File: src/rtl/rtcemu_pkg.sv
package rtcemu_pkg;

    localparam int HOUR_W = 5;
    localparam int MIN_W  = 6;
    localparam int SEC_W  = 6;

    localparam int WORD_W        = 16;
    localparam int FLAG_UPD_BIT  = 4;
    localparam int FLAG_ALM_BIT  = 5;
    localparam int FLAG_PER_BIT  = 6;
    localparam int FLAG_PEND_BIT = 7;
    localparam int FLAG_CNT_LSB  = 8;

    typedef enum logic [1:0] {
        SEQ_OFF  = 2'd0,
        SEQ_WAIT = 2'd1,
        SEQ_STEP = 2'd2
    } seq_state_e;

    typedef struct packed {
        logic [HOUR_W-1:0] hour;
        logic [MIN_W-1:0]  min;
        logic [SEC_W-1:0]  sec;
    } wall_time_t;

endpackage

File: src/rtl/rtcemu_rate_sel.sv
module rtcemu_rate_sel #(
    parameter int CNT_W      = 32,
    parameter int CODE_W     = 4,
    parameter int BASE_DELTA = 1024,
    parameter int BASE_LOG2  = 6,
    parameter int MAX_CODE   = 13,
    parameter int LIM_W      = BASE_LOG2 + 1
) (
    input  logic              per_en_i,
    input  logic [CODE_W-1:0] rate_code_i,
    output logic [CNT_W-1:0]  delta_o,
    output logic              fast_o,
    output logic [LIM_W-1:0]  limit_o
);

    logic [CODE_W-1:0] code_c;

    // Clamp the rate code, then derive the tick delta and the divide limit
    always_comb begin
        code_c = rate_code_i;
        if (rate_code_i < CODE_W'(1)) begin
            code_c = CODE_W'(1);
        end else if (rate_code_i > CODE_W'(MAX_CODE)) begin
            code_c = CODE_W'(MAX_CODE);
        end

        fast_o  = per_en_i && (code_c > CODE_W'(BASE_LOG2));
        delta_o = CNT_W'(BASE_DELTA);
        if (fast_o) begin
            delta_o = CNT_W'(BASE_DELTA) >> (code_c - CODE_W'(BASE_LOG2));
        end

        limit_o = LIM_W'(1);
        if (code_c <= CODE_W'(BASE_LOG2)) begin
            limit_o = LIM_W'(1) << (CODE_W'(BASE_LOG2) - code_c);
        end
    end

endmodule

File: src/rtl/rtcemu_tick_seq.sv
module rtcemu_tick_seq
    import rtcemu_pkg::*;
#(
    parameter int CNT_W  = 32,
    parameter int LOST_W = 8
) (
    input  logic              clk,
    input  logic              rst_n,
    input  logic              any_en_i,
    input  logic [CNT_W-1:0]  count_i,
    input  logic [CNT_W-1:0]  delta_i,
    output logic              tick_o,
    output logic [LOST_W-1:0] lost_o,
    output seq_state_e        state_o,
    output logic [CNT_W-1:0]  cmp_o
);

    typedef struct packed {
        seq_state_e        st;
        logic [CNT_W-1:0]  cmp;
        logic [LOST_W-1:0] lost;
    } seq_regs_t;

    seq_regs_t seq_d, seq_q;
    logic [CNT_W-1:0] gap;

    always_comb begin
        seq_d  = seq_q;
        tick_o = 1'b0;
        gap    = count_i - seq_q.cmp;

        if (!any_en_i) begin
            seq_d.st = SEQ_OFF;
        end else begin
            case (seq_q.st)
                SEQ_OFF: begin
                    seq_d.cmp = count_i + delta_i;
                    seq_d.st  = SEQ_WAIT;
                end
                SEQ_WAIT: begin
                    if (count_i == seq_q.cmp) begin
                        seq_d.cmp  = seq_q.cmp + delta_i;
                        seq_d.lost = '0;
                        seq_d.st   = SEQ_STEP;
                    end
                end
                SEQ_STEP: begin
                    // comparator ahead when counter minus comparator is negative
                    if (gap[CNT_W-1]) begin
                        tick_o   = 1'b1;
                        seq_d.st = SEQ_WAIT;
                    end else begin
                        seq_d.cmp = seq_q.cmp + delta_i;
                        if (seq_q.lost != '1) begin
                            seq_d.lost = seq_q.lost + LOST_W'(1);
                        end
                    end
                end
                default: seq_d.st = SEQ_OFF;
            endcase
        end
    end

    always_ff @(posedge clk or negedge rst_n) begin
        if (!rst_n) begin
            seq_q.st   <= SEQ_OFF;
            seq_q.cmp  <= '0;
            seq_q.lost <= '0;
        end else begin
            seq_q <= seq_d;
        end
    end

    assign lost_o  = seq_q.lost;
    assign state_o = seq_q.st;
    assign cmp_o   = seq_q.cmp;

endmodule

File: src/rtl/rtcemu_src_eval.sv
module rtcemu_src_eval
    import rtcemu_pkg::*;
#(
    parameter int LOST_W = 8,
    parameter int LIM_W  = 7,
    parameter int SUM_W  = ((LOST_W > LIM_W) ? LOST_W : LIM_W) + 2
) (
    input  logic              clk,
    input  logic              rst_n,
    input  logic              tick_i,
    input  logic [LOST_W-1:0] lost_i,
    input  logic              upd_en_i,
    input  logic              alm_en_i,
    input  logic              per_en_i,
    input  logic              fast_i,
    input  logic [LIM_W-1:0]  limit_i,
    input  wall_time_t        now_i,
    input  wall_time_t        alarm_i,
    output logic [WORD_W-1:0] flags_o,
    output logic              irq_o
);

    typedef struct packed {
        logic [SEC_W-1:0]  prev_sec;
        logic              prev_ok;
        logic [SUM_W-1:0]  pie;
        logic [WORD_W-1:0] flags;
        logic              irq;
    } eval_regs_t;

    eval_regs_t ev_d, ev_q;
    logic [SUM_W-1:0] pie_sum;
    logic upd_hit, alm_hit, per_hit;

    always_comb begin
        ev_d       = ev_q;
        ev_d.flags = '0;
        ev_d.irq   = 1'b0;
        upd_hit    = 1'b0;
        alm_hit    = 1'b0;
        per_hit    = 1'b0;
        pie_sum    = ev_q.pie + SUM_W'(1) + SUM_W'(lost_i);

        if (tick_i) begin
            upd_hit = upd_en_i && ev_q.prev_ok && (now_i.sec != ev_q.prev_sec);
            alm_hit = alm_en_i && (now_i == alarm_i);
            if (per_en_i) begin
                if (fast_i) begin
                    per_hit = 1'b1;
                end else if (pie_sum >= SUM_W'(limit_i)) begin
                    per_hit  = 1'b1;
                    ev_d.pie = '0;
                end else begin
                    ev_d.pie = pie_sum;
                end
            end
            if (upd_en_i) begin
                ev_d.prev_sec = now_i.sec;
                ev_d.prev_ok  = 1'b1;
            end
        end

        if (!upd_en_i) begin
            ev_d.prev_ok = 1'b0;
        end
        if (!per_en_i) begin
            ev_d.pie = '0;
        end

        if (upd_hit || alm_hit || per_hit) begin
            ev_d.irq                        = 1'b1;
            ev_d.flags[FLAG_UPD_BIT]        = upd_hit;
            ev_d.flags[FLAG_ALM_BIT]        = alm_hit;
            ev_d.flags[FLAG_PER_BIT]        = per_hit;
            ev_d.flags[FLAG_PEND_BIT]       = 1'b1;
            ev_d.flags[WORD_W-1:FLAG_CNT_LSB] = (WORD_W-FLAG_CNT_LSB)'(1);
        end
    end

    always_ff @(posedge clk or negedge rst_n) begin
        if (!rst_n) begin
            ev_q.prev_sec <= '0;
            ev_q.prev_ok  <= 1'b0;
            ev_q.pie      <= '0;
            ev_q.flags    <= '0;
            ev_q.irq      <= 1'b0;
        end else begin
            ev_q <= ev_d;
        end
    end

    assign flags_o = ev_q.flags;
    assign irq_o   = ev_q.irq;

endmodule

File: src/rtl/rtcemu_flag_gen.sv
module rtcemu_flag_gen
    import rtcemu_pkg::*;
#(
    parameter int CNT_W      = 32,
    parameter int CODE_W     = 4,
    parameter int BASE_DELTA = 1024,
    parameter int BASE_LOG2  = 6,
    parameter int MAX_CODE   = 13,
    parameter int LOST_W     = 8
) (
    input  logic              clk,
    input  logic              rst_n,
    input  logic              upd_en_i,
    input  logic              alm_en_i,
    input  logic              per_en_i,
    input  logic [HOUR_W-1:0] alm_hour_i,
    input  logic [MIN_W-1:0]  alm_min_i,
    input  logic [SEC_W-1:0]  alm_sec_i,
    input  logic [CODE_W-1:0] rate_code_i,
    input  logic [CNT_W-1:0]  count_i,
    input  logic [HOUR_W-1:0] now_hour_i,
    input  logic [MIN_W-1:0]  now_min_i,
    input  logic [SEC_W-1:0]  now_sec_i,
    output logic [WORD_W-1:0] flags_o,
    output logic              irq_o
);

    localparam int LIM_W = BASE_LOG2 + 1;

    logic              any_en;
    logic [CNT_W-1:0]  step_delta;
    logic              fast_rate;
    logic [LIM_W-1:0]  div_limit;
    logic              seq_tick;
    logic [LOST_W-1:0] seq_lost;
    seq_state_e        seq_st;
    logic [CNT_W-1:0]  seq_cmp;
    wall_time_t        now_t, alarm_t;

    assign any_en  = upd_en_i | alm_en_i | per_en_i;
    assign now_t   = '{hour: now_hour_i, min: now_min_i, sec: now_sec_i};
    assign alarm_t = '{hour: alm_hour_i, min: alm_min_i, sec: alm_sec_i};

    rtcemu_rate_sel #(
        .CNT_W(CNT_W), .CODE_W(CODE_W), .BASE_DELTA(BASE_DELTA),
        .BASE_LOG2(BASE_LOG2), .MAX_CODE(MAX_CODE), .LIM_W(LIM_W)
    ) u_rate (
        .per_en_i    (per_en_i),
        .rate_code_i (rate_code_i),
        .delta_o     (step_delta),
        .fast_o      (fast_rate),
        .limit_o     (div_limit)
    );

    rtcemu_tick_seq #(
        .CNT_W(CNT_W), .LOST_W(LOST_W)
    ) u_seq (
        .clk      (clk),
        .rst_n    (rst_n),
        .any_en_i (any_en),
        .count_i  (count_i),
        .delta_i  (step_delta),
        .tick_o   (seq_tick),
        .lost_o   (seq_lost),
        .state_o  (seq_st),
        .cmp_o    (seq_cmp)
    );

    rtcemu_src_eval #(
        .LOST_W(LOST_W), .LIM_W(LIM_W)
    ) u_eval (
        .clk      (clk),
        .rst_n    (rst_n),
        .tick_i   (seq_tick),
        .lost_i   (seq_lost),
        .upd_en_i (upd_en_i),
        .alm_en_i (alm_en_i),
        .per_en_i (per_en_i),
        .fast_i   (fast_rate),
        .limit_i  (div_limit),
        .now_i    (now_t),
        .alarm_i  (alarm_t),
        .flags_o  (flags_o),
        .irq_o    (irq_o)
    );

endmodule

File: config.mk
export PLATFORM = sky130hd
export DESIGN_NAME = rtcemu_flag_gen
export DESIGN_NICKNAME = d
export VERILOG_FILES = /design/src/rtl/rtcemu_pkg.sv /design/src/rtl/rtcemu_rate_sel.sv /design/src/rtl/rtcemu_tick_seq.sv /design/src/rtl/rtcemu_src_eval.sv /design/src/rtl/rtcemu_flag_gen.sv
export SDC_FILE = /design/constraint.sdc
export NUM_CORES = 1
export LEC_CHECK = 0
export BUFFER_PORTS_ARGS = -buffer_cell sky130_fd_sc_hd__buf_4
export CORE_MARGIN = 2
export CORE_UTILIZATION = 49
export DETAILED_ROUTE_END_ITERATION = 8
export PLACE_DENSITY = 0.7
export SLEW_MARGIN = 20
export SYNTH_ARGS = -nofsm -noshare
export SYNTH_HDL_FRONTEND = slang
export SYNTH_SLANG_ARGS = --single-unit
File: constraint.sdc
create_clock -name clk -period 15.4 [get_ports clk]
set_input_delay 1.54 -clock clk [delete_from_list [all_inputs] [get_ports clk]]
set_output_delay 1.54 -clock clk [all_outputs]
set_load 0.02 [all_outputs]
==> flow_summary.toml <==
[outcome]
status = "finished clean"

[routing]
firstDrtPassIters = 5
met2_length_um = 7090
via_count = 5592
drc = 0
wl_met1_um = 6540
vias_per_cell = 5.73
wl_per_cell_um = 15.1
drtIter0Drc = 317
ant_nets = 0
highest_layer = "met4"
met3_length_um = 778
wl_um = 14700

[finish]
seq_area_um2 = 1580
fill_cells = 1154
syn_to_final_growth_pct = 15.6
drive_gt1_share_pct = 15.9
final_cells = 976
multi_input_area_um2 = 4260
nets = 939
n_antenna_cell = 0
postLayoutCoreUtil_pct = 57.4
fin_area_um2 = 7180

[die]
die_width_um = 117
dieArea_um2 = 13600
fp.dieH_um = 117
initial_core_util_pct = 49.6
ioPinCount = 92
core-area_um2 = 12500
rows = 41

[power]
p_total_mw = 1.22
powerDensity_nw_per_um2 = 170
p_leak_nw = 3.19
ir_worst_vdd_mv = 0.0970

[hold_path]
holdPathEnd = "u_eval.ev_q[24]$_DFFE_PN0P_"
min_from = "u_eval.ev_q[24]$_DFFE_PN0P_"
hold_path_class = "flop to flop"
hold-path-cell-count = 1

[timing]
grt_setup_unrepaired = "no"
hold_viol_final = 0
fmax_ghz = 0.199
worst-slew-pin-transition_ps = 839
hold_slack_ps = 489
fin_tns_setup_ps = 0
skew_ps = 7.56
finalMaxSlewViolations = 0
relSlewSlack_pct = 42.6
setup_viol = 0
fin_ws_ps = 10380
fin_crit_sh_pct = 32.6
finalCriticalPeriod_ps = 5020

[placement]
dp_hpwl_um = 11200
pre_cts_slack_ps = 9990
placed_area_um2 = 6860
placed_cells = 960
io_buffers = 80
place_congestion = 0.880

[clock_tree]
htreeDepth = 3
cts_tree = "yes"
numCtsBuffers = 9
cts_setup_buffers = 0
clkTransAtPathRegs_ps = 60
clock_sink_count = 63
holdBufCountCts = 0
clk_path_buf_depth = 2
cts_resized = 0
cts.root.buffer_cell = "clkbuf_16"
clk_latency_ps = 340

[logic_synthesis]
syn_inst = 734
async_flop_share_pct = 100
synth_warnings = 0
synth_top_area_cell = "dfrtp_1"
syn_avg_cell_area_um2 = 8.46
yosysUniqueCellTypes = 71
yosysSeqAreaShare_pct = 25.4
ys.flop_type = "dfrtp_1"
ys_ff_latch = 63
synth_area_um2 = 6210
ys_top_cells_by_area = "dfrtp_1 (25%), ha_1 (13%), xnor2_1 (4.5%), nand2_1 (3.7%), xor2_1 (3.5%)"
synth_top_area_share_pct = 25.4
synth_edf_count = 0

[critical_path]
critPathBufInv = 1
slowest_delay_ps = 500
cp_top_family = "simple AND/OR/NAND/NOR gates"
crit_chain = "buf_4 > a21boi_0 > ha_1 > nand2b_1 > nor3b_1 > ha_1 > a2111oi_0 > nor3_1 > a221o_1 > a21oi_2 > nor2_1 > and4_1 > or4_1 > nand4_1"
reg2reg_setup_slack_ps = 10770
rr_startpoint = "u_seq.state_o[1]$_DFFE_PN0P_"
worst_ep_arrival_time_ps = 5300
r2r_cells = 13
reg2reg_to = "u_seq.cmp_o[30]$_DFFE_PN0P_"
end_kind = "flop"
cp_common_cell = "ha_1"
path_class = "input port to flop"
required_ps = 15670
start_kind = "input port"
critPathSlowestCell = "a21oi_2"
path_max_fanout = 10

[global_routing]
overflow = 0
antenna_found_initial = 0
grt_max_degree = 92
grt_use_total_pct = 22.3
grt_pass1_vias = 5298
grt_pass1_wl_um = 24300

[job]
drv_cap = 0
state kept, by name, indices dropped and copies added, names as in the netlist:
name            count
u_seq.lost_o        8
u_eval.flags_o      4
u_seq.state_o       2
u_eval.ev_q        17
u_seq.cmp_o        32
worst max path at each step:
stage	start	end	slack (ps)	cells past startpoint
final	rate_code_i[2]	u_seq.cmp_o[28]$_DFFE_PN0P_	10380	14
after global routing	rate_code_i[2]	u_seq.cmp_o[28]$_DFFE_PN0P_	10020	14
after CTS	rate_code_i[2]	u_seq.cmp_o[28]$_DFFE_PN0P_	10350	14
after detailed placement	rate_code_i[2]	u_seq.cmp_o[28]$_DFFE_PN0P_	9990	14
after global placement	rate_code_i[2]	u_seq.cmp_o[28]$_DFFE_PN0P_	10100	14
after floorplan	rate_code_i[3]	u_seq.cmp_o[28]$_DFFE_PN0P_	10400	14
kinds of logic after synthesis:
kind of cell / Yosys count / share of synthesized area (%)
DFF: 63 / 25.4
and+or+nand+nor: 259 / 22.4
AOI/OAI and AO/OA: 169 / 19.0
muxes: 27 / 4.78
adders and majority gates: 65 / 13.3
buffers and inverters: 92 / 6.89
other: 2 / 0.121
xor gates and xnor gates: 57 / 8.04
placed cells by master, fill, tap and decap left out, drive strengths merged, types with 32 or more instances in the layout:
cell,n
nand2,63
inv,48
dfrtp,63
xnor2,32
buf,84
nor2,36
ha,63
o21ai,38
nand3,38
a21oi,37
per-layer routing:
metal | vias to the layer above | global-route usage [%]
li1 | 2801 | -
met1 | 2630 | 28.3
met2 | 139 | 38.2
met3 | 22 | 3.37
met4 | 0 | 8.55
met5 | - | 0
synthesized netlist by cell type (3+ instances only):
| library cell | instances |
|---|---|
| o21ai_0 | 28 |
| clkbuf_1 | 18 |
| a21oi_1 | 35 |
| nand3_1 | 37 |
| a221oi_1 | 5 |
| ha_1 | 63 |
| o21a_1 | 7 |
| nor2_1 | 36 |
| o2bb2ai_1 | 3 |
| nor3_1 | 25 |
| a21o_1 | 5 |
| mux2_2 | 18 |
| nand2_1 | 62 |
| or4_1 | 5 |
| mux2i_1 | 6 |
| a22o_1 | 7 |
| o21ai_1 | 10 |
| xnor2_1 | 32 |
| a211oi_1 | 7 |
| nor4bb_1 | 6 |
| nor3b_1 | 3 |
| or3_1 | 8 |
| mux2_1 | 3 |
| o22ai_1 | 5 |
| nor2b_1 | 5 |
| a211o_1 | 10 |
| nor4_1 | 4 |
| and4_1 | 5 |
| a31oi_1 | 4 |
| and3_1 | 6 |
| a2111oi_0 | 4 |
| nand4_1 | 18 |
| nand2b_1 | 12 |
| and2_1 | 8 |
| buf_4 | 16 |
| o31ai_1 | 7 |
| buf_2 | 6 |
| xor2_1 | 25 |
| dfrtp_1 | 63 |
| nor4b_1 | 7 |
| a21boi_0 | 3 |
| inv_1 | 48 |
| o32ai_1 | 6 |
power breakdown:
group | total, mW | internal, mW | switching (mW)
sequential | 0.287 | 0.229 | 0.0580
clock | 0.219 | 0.142 | 0.0775
combinational | 0.716 | 0.305 | 0.412
total | 1.22 | 0.675 | 0.547
final cells by class:
cell class                      count  share of cell area [%]
Multi-Input combinational cell    593                    59.4
Tap cell                          172                    3.00
Timing Repair Buffer               84                    8.78
Clock buffer                       11                    3.24
Clock inverter                      5                    1.15
Sequential cell                    63                    22.0
Inverter                           48                    2.51
Power figures use the tool's default switching activity.
